==> src/rtl/priv_trap_pkg.sv <==
package priv_trap_pkg;
   localparam int RING_W = 2;
   localparam logic [RING_W-1:0] RING_TOP = '0;

   typedef enum logic [2:0] {
      IC_ALU          = 3'd0,
      IC_PRIV         = 3'd1,
      IC_PTB_RD       = 3'd2,
      IC_PTB_WR       = 3'd3,
      IC_FLAG_RESTORE = 3'd4
   } instr_class_e;

   typedef enum logic [1:0] {
      TC_NONE = 2'd0,
      TC_PRIV = 2'd1,
      TC_PTB  = 2'd2
   } trap_cause_e;
endpackage

==> src/rtl/ptu_classify.sv <==
module ptu_classify
   import priv_trap_pkg::*;
(
   input  logic              valid,
   input  logic [2:0]        cls,
   input  logic [RING_W-1:0] ring,
   output logic              top_ring,
   output logic              take_trap,
   output logic [1:0]        cause,
   output logic              restore_en
);
   always_comb begin
      top_ring   = (ring == RING_TOP);
      take_trap  = 1'b0;
      cause      = TC_NONE;
      restore_en = 1'b0;
      if (valid) begin
         case (cls)
            IC_PRIV: begin
               if (!top_ring) begin
                  take_trap = 1'b1;
                  cause     = TC_PRIV;
               end
            end
            IC_PTB_RD, IC_PTB_WR: begin
               if (!top_ring) begin
                  take_trap = 1'b1;
                  cause     = TC_PTB;
               end
            end
            IC_FLAG_RESTORE: restore_en = 1'b1;
            default: ;
         endcase
      end
   end
endmodule

==> src/rtl/ptu_flag_merge.sv <==
module ptu_flag_merge #(
   parameter int FLAG_W = 8,
   parameter int IE_BIT = 1
) (
   input  logic [FLAG_W-1:0] cur_flags,
   input  logic [FLAG_W-1:0] pop_flags,
   input  logic              top_ring,
   output logic [FLAG_W-1:0] next_flags
);
   if (IE_BIT >= FLAG_W) begin : g_bad_ie
      $error("IE_BIT must lie inside the flags word");
   end

   for (genvar i = 0; i < FLAG_W; i++) begin : g_bit
      if (i == IE_BIT) begin : g_ie
         assign next_flags[i] = top_ring ? pop_flags[i] : cur_flags[i];
      end else begin : g_plain
         assign next_flags[i] = pop_flags[i];
      end
   end
endmodule

==> src/rtl/ptu_ring_ctl.sv <==
module ptu_ring_ctl
   import priv_trap_pkg::*;
(
   input  logic              clk,
   input  logic              rst_n,
   input  logic              take_trap,
   input  logic              ret,
   input  logic              set_en,
   input  logic [RING_W-1:0] set_val,
   output logic [RING_W-1:0] ring_q,
   output logic [RING_W-1:0] saved_q
);
   always_ff @(posedge clk) begin
      if (!rst_n) begin
         ring_q  <= RING_TOP;
         saved_q <= RING_TOP;
      end else if (take_trap) begin
         saved_q <= ring_q;
         ring_q  <= RING_TOP;
      end else if (ret) begin
         ring_q  <= saved_q;
      end else if (set_en) begin
         ring_q  <= set_val;
      end
   end
endmodule

==> src/rtl/priv_trap_unit.sv <==
module priv_trap_unit
   import priv_trap_pkg::*;
#(
   parameter int FLAG_W = 8,
   parameter int IE_BIT = 1
) (
   input  logic              clk,
   input  logic              rst_n,
   input  logic              instr_valid,
   input  logic [2:0]        instr_class,
   input  logic [FLAG_W-1:0] pop_flags,
   input  logic              ring_set_en,
   input  logic [1:0]        ring_set_val,
   input  logic              trap_ret,
   output logic              trap_req,
   output logic [1:0]        trap_cause,
   output logic [FLAG_W-1:0] flags_q,
   output logic [1:0]        ring_q
);
   if (FLAG_W < 2) begin : g_bad_w
      $error("FLAG_W must be at least 2");
   end

   logic              top_ring, take_trap, restore_en;
   logic [1:0]        cause_c;
   logic [FLAG_W-1:0] next_flags;
   logic [RING_W-1:0] saved_ring;

   ptu_classify u_cls (
      .valid      (instr_valid),
      .cls        (instr_class),
      .ring       (ring_q),
      .top_ring   (top_ring),
      .take_trap  (take_trap),
      .cause      (cause_c),
      .restore_en (restore_en)
   );

   ptu_flag_merge #(.FLAG_W(FLAG_W), .IE_BIT(IE_BIT)) u_merge (
      .cur_flags  (flags_q),
      .pop_flags  (pop_flags),
      .top_ring   (top_ring),
      .next_flags (next_flags)
   );

   ptu_ring_ctl u_ring (
      .clk       (clk),
      .rst_n     (rst_n),
      .take_trap (take_trap),
      .ret       (trap_ret),
      .set_en    (ring_set_en),
      .set_val   (ring_set_val),
      .ring_q    (ring_q),
      .saved_q   (saved_ring)
   );

   always_ff @(posedge clk) begin
      if (!rst_n) begin
         trap_req   <= 1'b0;
         trap_cause <= TC_NONE;
         flags_q    <= '0;
      end else begin
         trap_req   <= take_trap;
         trap_cause <= cause_c;
         if (restore_en) flags_q <= next_flags;
      end
   end
endmodule

==> config.mk <==
export PLATFORM = sky130hd
export DESIGN_NAME = priv_trap_unit
export DESIGN_NICKNAME = d
export VERILOG_FILES = /design/src/rtl/priv_trap_pkg.sv /design/src/rtl/ptu_classify.sv /design/src/rtl/ptu_flag_merge.sv /design/src/rtl/ptu_ring_ctl.sv /design/src/rtl/priv_trap_unit.sv
export SDC_FILE = /design/constraint.sdc
export NUM_CORES = 1
export LEC_CHECK = 0
export ABC_AREA = 0
export BUFFER_PORTS_ARGS = -buffer_cell sky130_fd_sc_hd__buf_2
export CORE_MARGIN = 1
export CORE_UTILIZATION = 41
export CTS_BUF_LIST = sky130_fd_sc_hd__clkbuf_4
export DETAILED_ROUTE_END_ITERATION = 8
export PLACE_DENSITY = 0.76
export SYNTH_ARGS = -nofsm -noshare
export SYNTH_HDL_FRONTEND = slang
export SYNTH_SLANG_ARGS = --single-unit
==> constraint.sdc <==
create_clock -name clk -period 1.1 [get_ports clk]
set_input_delay 0.055 -clock clk [delete_from_list [all_inputs] [get_ports clk]]
set_output_delay 0.055 -clock clk [all_outputs]
set_load 0.02 [all_outputs]
==> reports/results.ini <==
[clock_network]
clk_latency_ps = 280
clock-root-buffer = clkbuf_4
cts_buffer_depth = 2
cts_tree = built
cts_buffers = 3
htreeDepth = 1
clkTransAtPathRegs_ps = 80
cts.sinks = 15

[timing]
setup-violations-final = 0
rsz0062_at_grt = false
setup_ws_ps = 28.1
relSlewSlack_pct = 81.3
tightest_slew_ps = 280
max_freq_mhz = 933
fin_skew_ps = 0.782
hold_ws_ps = 18.1
fin_crit_sh_pct = 97.4
finalHoldViolCount = 0
period_needed_ps = 1070
fin_tns_setup_ps = 0
drv_slew = 0

[worst_setup_path]
cp_max_fo = 4
cp_slowest_cell = or3b_4
cp_data_arrival_time_ps = 1260
r2r_setup_slack_ps = 30
worst-endpoint-required_ps = 1290
crit_buf_inv = 0
path_cells = nor2_4 > or3b_4 > and3_4
reg2reg_from = u_ring.ring_q[1]
slowest_delay_ps = 400
regToRegEndpoint = u_ring.ring_q[0]
worstRegToRegCells = 3
cp_top_family = simple AND/OR/NAND/NOR gates
end_kind = register
critPathKind = reg -> reg
cp-start-kind = register

[grt]
overflow = 0
track_usage_pct = 15.8
grt_max_degree = 17
antenna_found_initial = 0
grt_pass1_wl_microns = 1610
grt_pass1_vias = 404

[final_layout]
final_common_cell = buf_2
drive_gt1_share_pct = 47.4
finalNetCount = 114
final_area_sq_um = 851
mostFrequentLayoutCells = 30 x buf_2, 13 x dfxtp_1, 11 x mux2i_1
diodes = 0
stdcell_count = 110
syn2layout_area_growth_pct = 41.4

[logic_synthesis]
netlist_instances = 58
ys_seq_area_share_pct = 49.9
syn-num-nets = 76
ys_ff_latch = 15
netlist_area_sq_um = 602
yosysWarningCount = 0
netlist-cell-type-count = 17
avgSynthCellArea_sq_um = 10.4

[placement]
dp.cells = 103
portBuffers = 30
dp_hpwl_microns = 808
post-place-ws_ps = 0.872
gp_congestion = 0.628
place_area_sq_um = 793

[run_status]
outcome = finished clean

[routing]
vias = 507
detail-route-antenna-nets = 0
routed_wl_microns = 1120
drc_errors = 0
wl_per_cell_microns = 10.2
drt-initial-drc-count = 9
vias_per_cell = 4.61
firstDrtPassIters = 4

[floorplanning]
start_util_pct = 45.1
die-height_microns = 40.3
pin_count = 31
rows = 13
die_area_sq_um = 1620
coreArea_sq_um = 1330
die_x_microns = 40.3

[hold_path]
hold_end = trap_cause[1]
holdCritPathClass = in -> reg
hold_path_depth = 3
hp-start = instr_class[1]

[power]
p_per_area_nw_per_um2 = 1190
leakage_nw = 0.411
peakVddDrop_mv = 0.792

[run]
maxCapViolations = 0

==> kinds of logic after synthesis <==
| family | count (synthesis) | synth area share, % |
|---|---|---|
| DFF | 15 | 49.9 |
| buffers and inverters | 3 | 3.12 |
| AOI/OAI and AO/OA | 4 | 4.16 |
| muxes | 11 | 18.3 |
| and+or+nand+nor | 25 | 24.5 |
==> flip-flops by register name, indices dropped and copies added (netlist names) <==
name and flops:
trap_req 1, u_ring.ring_q 2, u_ring.saved_q 2, flags_q 8, trap_cause 2
==> where the power goes <==
group | internal (mW) | switching [mW] | total, mW
sequential | 0.549 | 0.00548 | 0.555
clock | 0.166 | 0.172 | 0.338
combinational | 0.0646 | 0.0539 | 0.119
total | 0.779 | 0.232 | 1.01
==> worst min-delay path, cell delays in order <==
cell	delay, ps
buf_2	120
inv_1	60
nor2_1	40
==> metrics by stage <==
step,power [mW],utilization [%]
floorplan,0.625,-
detailed placement,0.679,59.5
finish,1.01,63.8
global placement,0.677,59.5
CTS,1.02,63.8
global route,1.06,63.8
==> routing by layer <==
metal	up-vias	wire length (microns)	GRT usage (%)	part of all wire [%]
li1	269	-	-	-
met1	210	528	18.0	47
met3	3	109	10.6	9.7
met2	25	472	23.8	42
met4	0	11	5.00	0.98
met5	-	0	0	0
==> cell usage after synthesis (all sizes together) <==
master,instances,area share (%)
nor3b,1,1.2
and4bb,1,2.1
or3b,1,1.9
inv,1,0.62
buf,1,1.9
a21oi,1,0.83
a41o,1,1.7
nor2,4,2.5
o21ai,2,1.7
nand2,7,4.4
clkbuf,1,0.62
nor2b,8,8.7
and3,2,2.5
nand3b,1,1.2
mux2i,11,18
dfxtp,15,50
==> worst max path at each step <==
stage	startpoint	to	slack, ps	depth (start not counted)
floorplan	u_ring.ring_q[1]	u_ring.ring_q[0]	-30	3
global placement	u_ring.ring_q[1]	u_ring.ring_q[0]	10	3
detailed placement	u_ring.ring_q[1]	u_ring.ring_q[1]	0.9	3
CTS	u_ring.ring_q[1]	u_ring.ring_q[1]	4	3
global route	u_ring.ring_q[0]	u_ring.ring_q[1]	0.9	3
finish	u_ring.ring_q[1]	u_ring.ring_q[0]	30	3
==> final cells by class <==
class                           count  area [sq um]
Sequential cell                    15           308
Fill cell                         119           483
Timing Repair Buffer               35           193
Inverter                            1          3.75
Tap cell                           15          18.8
Multi-Input combinational cell     40           298
Clock buffer                        4          30.0
==> repair_timing <==
item                       CTS  global route
setup buffers                1             0
pin swaps                    0             1
setup endpoints to repair    2             2
hold endpoints to repair     2             0
resized for setup            0             0
hold buffers                 2             0
Note: power is estimated with default switching activity, not from simulation.
